**config.mk**
```make
export PLATFORM = sky130hd
export DESIGN_NAME = link_mode_resolver
export DESIGN_NICKNAME = d
export VERILOG_FILES = /design/src/rtl/lmr_pkg.sv /design/src/rtl/lmr_priority_pick.sv /design/src/rtl/lmr_mode_reg.sv /design/src/rtl/lmr_carrier_gen.sv /design/src/rtl/link_mode_resolver.sv
export SDC_FILE = /design/constraint.sdc
export NUM_CORES = 1
export LEC_CHECK = 0
export BUFFER_PORTS_ARGS = -buffer_cell sky130_fd_sc_hd__buf_4
export CAP_MARGIN = 40
export CORE_AREA = 2 2 39 41
export CTS_BUF_LIST = sky130_fd_sc_hd__clkbuf_16
export DETAILED_ROUTE_END_ITERATION = 7
export DIE_AREA = 0 0 41 43
export GPL_TIMING_DRIVEN = 0
export RECOVER_POWER = 100
export SLEW_MARGIN = 20
export SYNTH_ARGS = -nofsm -noshare
export SYNTH_HDL_FRONTEND = slang
export SYNTH_HIERARCHICAL = 1
export SYNTH_SLANG_ARGS = --single-unit
```
**constraint.sdc**
```tcl
create_clock -name clk -period 1.05 [get_ports clk]
set_input_delay 0.0525 -clock clk [delete_from_list [all_inputs] [get_ports clk]]
set_output_delay 0.0525 -clock clk [all_outputs]
set_load 0.02 [all_outputs]
```
**src/rtl/lmr_pkg.sv**
```systemverilog
// Package: shared types for the link mode resolver.
// Assumes: four ability levels, ranked from fastest/full to slowest/half.
package lmr_pkg;

    // Number of priority levels in the resolution ladder
    localparam int NUM_LEVELS = 4;

    // Resolved link result carried between the submodules
    typedef struct packed {
        logic valid;
        logic speed100;
        logic full;
    } link_res_t;

    // Rank index (0 = best) to speed bit
    function automatic logic level_speed100(input int lvl);
        return (lvl < 2);
    endfunction

    // Rank index (0 = best) to duplex bit
    function automatic logic level_full(input int lvl);
        return (lvl % 2 == 0);
    endfunction

endpackage

```
**src/rtl/lmr_priority_pick.sv**
```systemverilog
// Module: lmr_priority_pick
// Combinationally finds the best mode present in both ability words.
// Assumes: the bit positions are distinct and lie inside WORD_W.
module lmr_priority_pick
    import lmr_pkg::*;
#(
    parameter int WORD_W   = 16,
    parameter int POS_10H  = 5,
    parameter int POS_10F  = 6,
    parameter int POS_100H = 7,
    parameter int POS_100F = 8
) (
    input  logic [WORD_W-1:0] local_word,
    input  logic [WORD_W-1:0] partner_word,
    output link_res_t         pick
);

    localparam int LVL_W = $clog2(NUM_LEVELS);

    // Rank index (0 = best) to bit position in the ability word
    function automatic int level_pos(input int lvl);
        case (lvl)
            0:       return POS_100F;
            1:       return POS_100H;
            2:       return POS_10F;
            default: return POS_10H;
        endcase
    endfunction

    logic [NUM_LEVELS-1:0] shared;

    // One AND per rank: the mode is offered by both sides
    for (genvar g = 0; g < NUM_LEVELS; g++) begin : g_level
        assign shared[g] = local_word[level_pos(g)] & partner_word[level_pos(g)];
    end

    logic [LVL_W-1:0] best_lvl;

    // Walk from worst to best so the best shared rank wins
    always_comb begin
        best_lvl = '0;
        for (int l = NUM_LEVELS - 1; l >= 0; l--) begin
            if (shared[l]) best_lvl = LVL_W'(l);
        end
    end

    // Map the winning rank onto the result fields
    always_comb begin
        pick.valid    = |shared;
        pick.speed100 = (|shared) & level_speed100(int'(best_lvl));
        pick.full     = (|shared) & level_full(int'(best_lvl));
    end

endmodule

```
**src/rtl/lmr_mode_reg.sv**
```systemverilog
// Module: lmr_mode_reg
// Holds the resolved mode: it loads a negotiated pick on a strobe,
// tracks the manual bits when negotiation is off, and clears on a
// rising enable edge.
// Assumes: synchronous inputs, synchronous active-low reset.
module lmr_mode_reg
    import lmr_pkg::*;
(
    input  logic      clk,
    input  logic      rst_n,
    input  logic      an_enable,
    input  logic      partner_vld,
    input  link_res_t pick,
    input  logic      man_speed100,
    input  logic      man_full,
    output link_res_t res
);

    logic en_q;

    // Delayed enable, used to spot a 0-to-1 change
    always_ff @(posedge clk) begin
        if (!rst_n) en_q <= 1'b0;
        else        en_q <= an_enable;
    end

    // Result register: manual > strobe load > clear on enable rise > hold
    always_ff @(posedge clk) begin
        if (!rst_n) begin
            res <= '0;
        end else if (!an_enable) begin
            res <= '{valid: 1'b1, speed100: man_speed100, full: man_full};
        end else if (partner_vld) begin
            res <= pick;
        end else if (!en_q) begin
            res <= '0;
        end
    end

endmodule

```
**src/rtl/lmr_carrier_gen.sv**
```systemverilog
// Module: lmr_carrier_gen
// Derives carrier sense and collision from the resolved duplex and the
// raw activity indications.
// Assumes: activity inputs are already synchronous to clk.
module lmr_carrier_gen
    import lmr_pkg::*;
(
    input  link_res_t res,
    input  logic      tx_active,
    input  logic      rx_active,
    output logic      crs,
    output logic      col
);

    // Duplex-dependent carrier and collision; both are quiet when unresolved
    always_comb begin
        if (!res.valid) begin
            crs = 1'b0;
            col = 1'b0;
        end else if (res.full) begin
            crs = rx_active;
            col = 1'b0;
        end else begin
            crs = tx_active | rx_active;
            col = tx_active & rx_active;
        end
    end

endmodule

```
**src/rtl/link_mode_resolver.sv**
```systemverilog
// Module: link_mode_resolver (top)
// Resolves speed and duplex for one PHY port and produces CRS/COL.
// Assumes: the partner word is presented together with a one-cycle strobe.
module link_mode_resolver
    import lmr_pkg::*;
#(
    parameter int WORD_W   = 16,
    parameter int POS_10H  = 5,
    parameter int POS_10F  = 6,
    parameter int POS_100H = 7,
    parameter int POS_100F = 8
) (
    input  logic              clk,
    input  logic              rst_n,
    input  logic [WORD_W-1:0] local_abil,
    input  logic [WORD_W-1:0] partner_abil,
    input  logic              partner_vld,
    input  logic              an_enable,
    input  logic              man_speed100,
    input  logic              man_full,
    input  logic              tx_active,
    input  logic              rx_active,
    output logic              res_speed100,
    output logic              res_full,
    output logic              res_valid,
    output logic              crs,
    output logic              col
);

    link_res_t pick;
    link_res_t res;

    lmr_priority_pick #(
        .WORD_W  (WORD_W),
        .POS_10H (POS_10H),
        .POS_10F (POS_10F),
        .POS_100H(POS_100H),
        .POS_100F(POS_100F)
    ) i_pick (
        .local_word  (local_abil),
        .partner_word(partner_abil),
        .pick        (pick)
    );

    lmr_mode_reg i_mode (
        .clk         (clk),
        .rst_n       (rst_n),
        .an_enable   (an_enable),
        .partner_vld (partner_vld),
        .pick        (pick),
        .man_speed100(man_speed100),
        .man_full    (man_full),
        .res         (res)
    );

    lmr_carrier_gen i_carrier (
        .res      (res),
        .tx_active(tx_active),
        .rx_active(rx_active),
        .crs      (crs),
        .col      (col)
    );

    // Drive the resolved fields onto the ports
    assign res_speed100 = res.speed100;
    assign res_full     = res.full;
    assign res_valid    = res.valid;

endmodule

```
==> impl_metrics.env, run 1 <==
export IMPL_dp_cells=59
export IMPL_rows=14
export IMPL_synthCells=23
export IMPL_final_min_clock_period_ns=0.997
export IMPL_status="completed"
export IMPL_placed_cell_area_sq_um=387
export IMPL_worst_setup_path_start_kind="flop"
export IMPL_cts_setup_buffers=0
export IMPL_drc=0
export IMPL_grt_max_degree=7
export IMPL_worst_slew_pin_transition_ns=0.244
export IMPL_crit_arrival_ns=0.94
export IMPL_dr_pass1_iters=4
export IMPL_rrSetupSlack_ns=0.18
export IMPL_max_slew_margin_pct=83.7
export IMPL_clk_pin_slew_worst_paths_ns=0.03
export IMPL_layout_commonest_cell="buf_4"
export IMPL_drive_gt1_share_pct=50.0
export IMPL_top_level_ports=45
export IMPL_cts_tree="built"
export IMPL_fin_ws_ns=0.0531
export IMPL_max_freq_mhz=1000
export IMPL_rsz0062_at_grt="no"
export IMPL_clock_sinks=4
export IMPL_hold_violations=0
export IMPL_cellPowerDensity_mw_per_mm2=1940
export IMPL_stdcell_count=62
export IMPL_portBuffers=20
export IMPL_avgRoutedWirePerCell_um=9.61
export IMPL_n_antenna_cell=0
export IMPL_power_leakage_uw=0.000206
export IMPL_cp_data_required_time_ns=1.00
export IMPL_end_kind="primary output"
export IMPL_syn_avg_cell_area_sq_um=9.41
export IMPL_path_cells="nor2b_4, and3_1, buf_6"
export IMPL_gp_congestion=0.700
export IMPL_vdd_ir_drop_max_mv=0.728
export IMPL_via_per_inst=4.44
export IMPL_antenna_found_initial=0
export IMPL_die_w_um=41
export IMPL_skew_ns=0.000892
export IMPL_p_total_uw=876
export IMPL_clockBufferDepth=2
export IMPL_die_height_um=43
export IMPL_syn_nets=63
export IMPL_worstHoldPathType="primary input to flop"
export IMPL_place_ws_ns=-0.0601
export IMPL_grt_usage_pct=8.23
export IMPL_yosysWarnings=6
export IMPL_cp_max_fo=3
export IMPL_setup_viol=0
export IMPL_drtIter0Drc=8
export IMPL_cts_max_level=1
export IMPL_cap_violations=0
export IMPL_final_cell_area_sq_um=452
export IMPL_yosys_register_bits=4
export IMPL_crit_type="flop to primary output"
export IMPL_dieArea_sq_mm=0.00176
export IMPL_grt_overflow=0
export IMPL_vias=275
export IMPL_worst_path_max_delay_cell="dfxtp_2"
export IMPL_ant_nets=0
export IMPL_nets=88
export IMPL_area_delta_synth_final_pct=109
export IMPL_cts_buffers=3
export IMPL_yosysSeqAreaShare_pct=37.0
export IMPL_grt_pass1_vias=254
export IMPL_final_cell_mix="buf_4 (14), clkbuf_1 (4), clkbuf_16 (3), dfxtp_1 (3)"
export IMPL_coreArea_sq_mm=0.00138
export IMPL_initial_core_util_pct=15.6
export IMPL_maxSlewViolCount=0
export IMPL_worstSkewPairLatency_ns=0.22
export IMPL_slowest_delay_ns=0.33
export IMPL_period_share_pct=94.9
export IMPL_drt_wl_total_um=596
export IMPL_ctsRootBufferMaster="clkbuf_16"
export IMPL_grt_pass1_wl_um=883
export IMPL_synth_cell_types=18
export IMPL_syn_area_sq_um=216
[worst max-delay path, delay by kind of cell (launching register included)]
kind                   cells  cell delay [ns]
flip-flops                 1             0.33
AND/OR/NAND/NOR            2             0.27
buffers and inverters      1             0.12
[synthesized netlist by cell type, drive strengths merged]
cell    count  share of area (%)
nor3b       1                3.5
a32o        1                4.6
and3        1                2.9
a22oi       2                6.9
inv         1                1.7
a21oi       1                2.3
a21boi      1                3.5
a221o       1                4.6
nor3        1                2.3
a221oi      1                4.0
dfxtp       4                 37
a22o        1                4.6
o21ai       2                4.6
nor2b       2                9.2
nand2       1                1.7
o21a        1                3.5
and2        1                2.9
[kinds of logic (layout without fill, tap and decap cells)]
family,count (synthesis),count (layout),share of synthesized area [%]
AO/OA/AOI/OAI,11,11,38.7
buffers and inverters,1,24,1.73
flip-flops,4,4,37.0
AND/OR/NAND/NOR,7,7,22.5
[state kept, by name (all words and copies together) (netlist names)]
signal       cells
i_mode/res       3
i_mode/en_q      1
[path summary, 6_finish.rpt]
kind | start | endpoint | cells past startpoint
worst max-delay path | i_mode/res[0] | col | 3
worst min-delay path | an_enable | i_mode/res[1] | 2
worst max register to register | i_mode/en_q | i_mode/res[0] | 3
worst min register to register | i_mode/res[1] | i_mode/res[1] | 2
[metrics by stage]
step                util, %  TNS [ns]  hold WS, ns
global placement       27.9   -0.0435        0.269
CTS                    33.5         0       0.0408
detailed placement     27.9   -0.0601        0.273
finish                 32.6         0       0.0452
floorplan                 -         0        0.142
global route           32.6         0       0.0614
[layer usage]
layer | vias up | GRT usage (%) | wire [um]
met5 | - | 0 | 0
met4 | 0 | 8.00 | 19
met3 | 2 | 6.28 | 111
met2 | 20 | 10.9 | 227
met1 | 116 | 7.40 | 238
li1 | 137 | - | -
[power by group]
part           internal, uW  switching [uW]
Combinational          67.9            50.9
Sequential              164            7.96
Clock                   486            99.3
Total                   718             158
[timing repair]
| action | CTS | global route |
|---|---|---|
| pin swaps | 0 | 0 |
| endpoints found under the setup margin | 1 | 2 |
| gates resized for setup | 1 | 2 |
| hold buffers | 0 | 0 |
[cell type report]
| cell class | instances | area (sq um) |
|---|---|---|
| tap | 16 | 20.0 |
| clock buffer | 3 | 75.1 |
| sequential | 4 | 81.3 |
| inverter | 1 | 3.75 |
| fill | 157 | 932 |
| timing repair buffer | 20 | 136 |
| multi-input combinational | 18 | 135 |
(Power assumes the default switching activity.)
==> inputs of run 2 (changes only) <==
--- a/config.mk
+++ b/config.mk
@@ -7,11 +7,13 @@
 export LEC_CHECK = 0
 export BUFFER_PORTS_ARGS = -buffer_cell sky130_fd_sc_hd__buf_4
 export CAP_MARGIN = 40
-export CORE_AREA = 2 2 39 41
+export CELL_PAD_IN_SITES_DETAIL_PLACEMENT = 0
+export CELL_PAD_IN_SITES_GLOBAL_PLACEMENT = 1
+export CORE_UTILIZATION = 12
 export CTS_BUF_LIST = sky130_fd_sc_hd__clkbuf_16
 export DETAILED_ROUTE_END_ITERATION = 7
-export DIE_AREA = 0 0 41 43
 export GPL_TIMING_DRIVEN = 0
+export PLACE_DENSITY_LB_ADDON = 0.1
 export RECOVER_POWER = 100
 export SLEW_MARGIN = 20
 export SYNTH_ARGS = -nofsm -noshare
==> run 2 against run 1 <==
Against the previous run:
- sequential power about the same
- routed wire length grew 18%
- setup slack improved by 0.0034 ns
- die area is 12% higher
- utilization shrank 3.9 points
- combinational power about the same
- non-clock buffer count stayed put
- clock skew barely moved
- critical path depth is the same
- register-to-register slack is essentially flat
- clock power hardly changed
- critical endpoint unchanged
==> impl_metrics.env, run 2 (same netlist as run 1, synthesis figures left out) <==
export IMPL_nets=88
export IMPL_grt_overflow=0
export IMPL_reg2regPathDepth=3
export IMPL_rr_startpoint="i_mode/en_q"
export IMPL_clk_pin_slew_worst_paths_ns=0.03
export IMPL_comb_power_share_pct=13.8
export IMPL_portBuffers=20
export IMPL_coreArea_sq_mm=0.00159
export IMPL_dp_cells=67
export IMPL_rsz0062_at_grt="no"
export IMPL_grt_usage_pct=8.10
export IMPL_final_min_clock_period_ns=0.994
export IMPL_critPathLaunch="i_mode/res[0]"
export IMPL_dieArea_sq_mm=0.00198
export IMPL_period_share_pct=94.6
export IMPL_drtIter0Drc=11
export IMPL_crit_type="flop to primary output"
export IMPL_setup_viol=0
export IMPL_regMostFlops="i_mode/res"
export IMPL_switching_share_pct=18.1
export IMPL_skew_ns=0.000761
export IMPL_vias=280
export IMPL_clock_sinks=4
export IMPL_maxSlewViolCount=0
export IMPL_drt_wl_total_um=706
export IMPL_cts_buffers=3
export IMPL_cp_data_required_time_ns=1.00
export IMPL_die_height_um=44.5
export IMPL_layout_commonest_cell="buf_4"
export IMPL_top_regs="i_mode/res (3), i_mode/en_q (1)"
export IMPL_cts_max_level=1
export IMPL_initial_core_util_pct=13.6
export IMPL_power_leakage_uw=0.000205
export IMPL_max_slew_margin_pct=82.9
export IMPL_worstSkewPairLatency_ns=0.22
export IMPL_hold_violations=0
export IMPL_worst_setup_path_start_kind="flop"
export IMPL_cap_violations=0
export IMPL_whs_ns=0.0437
export IMPL_nFillCells=177
export IMPL_largest_reg_flops=3
export IMPL_cts_tree="built"
export IMPL_seqPwrFrac_pct=19.7
export IMPL_via_per_inst=4.00
export IMPL_grt_pass1_wl_um=1100
export IMPL_worstHoldPathType="primary input to flop"
export IMPL_endpoint="col"
export IMPL_rrSetupSlack_ns=0.19
export IMPL_rows=14
export IMPL_clockBufferDepth=2
export IMPL_end_kind="primary output"
export IMPL_vdd_ir_drop_max_mv=0.818
export IMPL_die_w_um=44.5
export IMPL_drive_gt1_share_pct=50.0
export IMPL_status="completed"
export IMPL_hold_buffers=0
export IMPL_dr_pass1_iters=4
export IMPL_worst_slew_pin_transition_ns=0.258
export IMPL_gp_congestion=0.650
export IMPL_cellPowerDensity_mw_per_mm2=1910
export IMPL_max_freq_mhz=1010
export IMPL_antenna_found_initial=0
export IMPL_p_sw_uw=158
export IMPL_n_antenna_cell=0
export IMPL_area_delta_synth_final_pct=112
export IMPL_drc=0
export IMPL_p_clk_share_pct=66.6
export IMPL_ctsRootBufferMaster="clkbuf_16"
export IMPL_top_level_ports=45
export IMPL_avgRoutedWirePerCell_um=10.1
export IMPL_p_int_uw=717
export IMPL_stdcell_count=70
export IMPL_reg2reg_to="i_mode/res[0]"
export IMPL_crit_arrival_ns=0.94
export IMPL_ant_nets=0
export IMPL_hpwl_um=603
export IMPL_grt_pass1_vias=277
export IMPL_cp_max_fo=3
export IMPL_final_cell_mix="buf_4 (15), clkbuf_1 (4), clkbuf_16 (3), dfxtp_1 (3)"
export IMPL_grt_max_degree=7
==> run 2: per-stage QoR <==
stage          worst slack [ns]  setup TNS [ns]  utilization (%)  power, uW  cell area, sq um
5_1_grt                  0.0162               0             28.7        907               458
6_report                 0.0565               0             28.7        875               458
2_1_floorplan             0.145               0                -        226               216
3_3_place_gp            -0.0531         -0.0531             24.9        302               397
3_5_place_dp            -0.0608         -0.0608             24.9        306               397
4_1_cts                 0.00524               0             29.6        898               472
==> run 2: metal layers <==
layer | part of all wire (%) | up-vias | track usage (%)
met4 | 0 | 0 | 7.27
met2 | 51 | 17 | 12.9
li1 | - | 137 | -
met1 | 39 | 126 | 7.77
met3 | 9.1 | 0 | 3.67
met5 | 0 | - | 0
==> run 2: area by class of cell <==
class | count | area, sq um | area share, %
multi-input combinational | 18 | 135 | 29.5
clock buffer | 3 | 75.1 | 16.4
inverter | 1 | 3.75 | 0.820
tap | 24 | 30.0 | 6.56
timing repair buffer | 20 | 133 | 29.0
sequential | 4 | 81.3 | 17.8
==> run 2: what timing repair did <==
action | CTS | global route
buffers inserted | 0 | 0
gates resized for setup | 0 | 2
setup endpoints to repair | 0 | 3
==> run 2: worst min-delay path by stage <==
stage                     slack [ns]       from            end  cells after the start
after global placement          0.27  an_enable  i_mode/res[1]                      2
after global routing            0.05  an_enable  i_mode/res[1]                      2
after floorplan                 0.14  an_enable  i_mode/res[1]                      1
final                           0.04  an_enable  i_mode/res[1]                      2
after CTS                       0.04  an_enable  i_mode/res[1]                      2
after detailed placement        0.27  an_enable  i_mode/res[1]                      2
==> run 2: critical path, cell delays in order, from the launching register on <==
cell and delay (ns):
dfxtp_2 0.33, nor2b_4 0.10, and3_1 0.16, buf_4 0.14
==> run 2: power groups by stage <==
stage                     sequential (uW)  clock (uW)  combinational [uW]
final                                 172         583                 121
after global routing                  173         604                 129
after CTS                             172         593                 132
after detailed placement              174           0                 132
after global placement                174           0                 128
after floorplan                       183           0                43.5
==> inputs of run 3 (changes only) <==
--- a/config.mk
+++ b/config.mk
@@ -15,6 +15,7 @@
 export GPL_TIMING_DRIVEN = 0
 export PLACE_DENSITY_LB_ADDON = 0.1
 export RECOVER_POWER = 100
+export SETUP_SLACK_MARGIN = 0.3
 export SLEW_MARGIN = 20
 export SYNTH_ARGS = -nofsm -noshare
 export SYNTH_HDL_FRONTEND = slang
==> run 3 against run 2 <==
Against the previous run:
- global-route usage is 0.17 points higher
- register-to-register slack worse by 0.05 ns
- die area unchanged
- sequential share of layout area is 2.8 points lower
- total power grew 5.6%
- clock skew is 0.00067 ns lower
- setup slack worse by 0.0077 ns
- final area up 22%
- routed wire length up 1.1%
- critical path depth did not move
- via count grew 3.9%
- final cell count grew 5.7%
- critical endpoint is now crs
==> impl_metrics.env, run 3 (same netlist as run 1, synthesis figures left out) <==
export IMPL_p_int_uw=755
export IMPL_initial_core_util_pct=13.6
export IMPL_coreArea_sq_mm=0.00159
export IMPL_via_per_inst=3.93
export IMPL_comb_power_share_pct=18.2
export IMPL_cp_max_fo=2
export IMPL_gp_congestion=0.684
export IMPL_p_total_uw=924
export IMPL_status="completed"
export IMPL_final_min_clock_period_ns=1.00
export IMPL_max_freq_mhz=999
export IMPL_place_ws_ns=-0.0564
export IMPL_vdd_ir_drop_max_mv=0.822
export IMPL_maxSlewViolCount=0
export IMPL_portBuffers=20
export IMPL_cts_buffers=3
export IMPL_drt_wl_total_um=714
export IMPL_crit_arrival_ns=0.95
export IMPL_grt_usage_pct=8.27
export IMPL_nets=92
export IMPL_rsz0062_at_grt="yes"
export IMPL_worst_setup_path_start_kind="flop"
export IMPL_top_regs="i_mode/res (3), i_mode/en_q (1)"
export IMPL_dr_pass1_iters=4
export IMPL_drc=0
export IMPL_cts_tree="built"
export IMPL_seqPwrFrac_pct=18.7
export IMPL_dieArea_sq_mm=0.00198
export IMPL_drtIter0Drc=8
export IMPL_end_kind="primary output"
export IMPL_whs_ns=0.0506
export IMPL_top_level_ports=45
export IMPL_clockBufferDepth=2
export IMPL_vias=291
export IMPL_fin_ws_ns=0.0488
export IMPL_p_clk_share_pct=63.1
export IMPL_die_height_um=44.5
export IMPL_drive_gt1_share_pct=68.0
export IMPL_grt_pass1_wl_um=1150
export IMPL_skew_ns=0.0000867
export IMPL_avgRoutedWirePerCell_um=9.65
export IMPL_hold_violations=0
export IMPL_cap_violations=0
export IMPL_die_w_um=44.5
export IMPL_worst_slew_pin_transition_ns=0.181
export IMPL_p_sw_uw=169
export IMPL_ctsRootBufferMaster="clkbuf_16"
export IMPL_cts_max_level=1
export IMPL_cellPowerDensity_mw_per_mm2=1650
export IMPL_grt_pass1_vias=291
export IMPL_power_leakage_uw=0.000251
export IMPL_clock_sinks=4
export IMPL_n_antenna_cell=0
export IMPL_layout_commonest_cell="buf_4"
export IMPL_grt_max_degree=7
export IMPL_setup_viol=0
export IMPL_final_cell_mix="buf_4 (16), buf_6 (7), clkbuf_16 (3), dfxtp_1 (3)"
export IMPL_ant_nets=0
export IMPL_rows=14
export IMPL_worstHoldPathType="primary input to flop"
export IMPL_period_share_pct=95.4
export IMPL_max_slew_margin_pct=87.9
export IMPL_worstSkewPairLatency_ns=0.22
export IMPL_stdcell_count=74
export IMPL_clk_pin_slew_worst_paths_ns=0.03
export IMPL_area_delta_synth_final_pct=159
export IMPL_grt_overflow=0
export IMPL_antenna_found_initial=0
export IMPL_dp_cells=67
export IMPL_largest_reg_flops=3
export IMPL_regMostFlops="i_mode/res"
export IMPL_cp_data_required_time_ns=1.00
export IMPL_crit_type="flop to primary output"
export IMPL_switching_share_pct=18.3
run 3: power groups by stage:
stage / registers (uW) / logic, uW / clock network, uW
3_3_place_gp: 175 / 140 / 0
6_report: 173 / 169 / 583
4_1_cts: 173 / 164 / 595
2_1_floorplan: 184 / 52.2 / 0
5_1_grt: 174 / 181 / 611
3_5_place_dp: 175 / 143 / 0
run 3: what timing repair did:
| action | in CTS | in global routing |
|---|---|---|
| gates cloned | 0 | 0 |
| pin swaps | 7 | 4 |
| buffers inserted | 2 | 2 |
| hold buffers | 0 | 0 |
| endpoints found under the setup margin | 7 | 8 |
| gates resized for setup | 9 | 6 |
run 3: final timing paths:
path | startpoint | endpoint | slack (ns) | cells after the start
hold reg to reg | i_mode/res[1] | i_mode/res[1] | 0.57 | 2
hold / removal | an_enable | i_mode/res[1] | 0.05 | 2
setup / recovery | i_mode/res[0] | crs | 0.05 | 3
setup reg to reg | i_mode/res[0] | i_mode/res[0] | 0.14 | 4
run 3: area by class of cell:
type / instances / area (sq um)
inverter: 1 / 3.75
fill: 160 / 1030
sequential: 4 / 83.8
timing repair buffer: 24 / 203
tap: 24 / 30.0
clock buffer: 3 / 75.1
multi-input combinational: 18 / 165
run 3: stage by stage:
stage / instance area [sq um] / setup TNS [ns] / utilization, %
2_1_floorplan: 246 / 0 / -
3_3_place_gp: 427 / -0.0268 / 26.8
3_5_place_dp: 427 / -0.0564 / 26.8
4_1_cts: 547 / 0 / 34.3
5_1_grt: 561 / 0 / 35.2
6_report: 561 / 0 / 35.2
run 3: per-layer routing:
layer | track usage, % | share of wire [%] | vias up
li1 | - | - | 145
met1 | 8.50 | 40 | 129
met2 | 12.6 | 49 | 17
met3 | 3.67 | 11 | 0
met4 | 7.27 | 0 | 0
met5 | 0 | 0 | -
run 3: worst max-delay path: stages, from the launching register on:
cell and delay, ns:
dfxtp_4 0.34, nor2b_4 0.04, o21a_2 0.20, buf_4 0.15
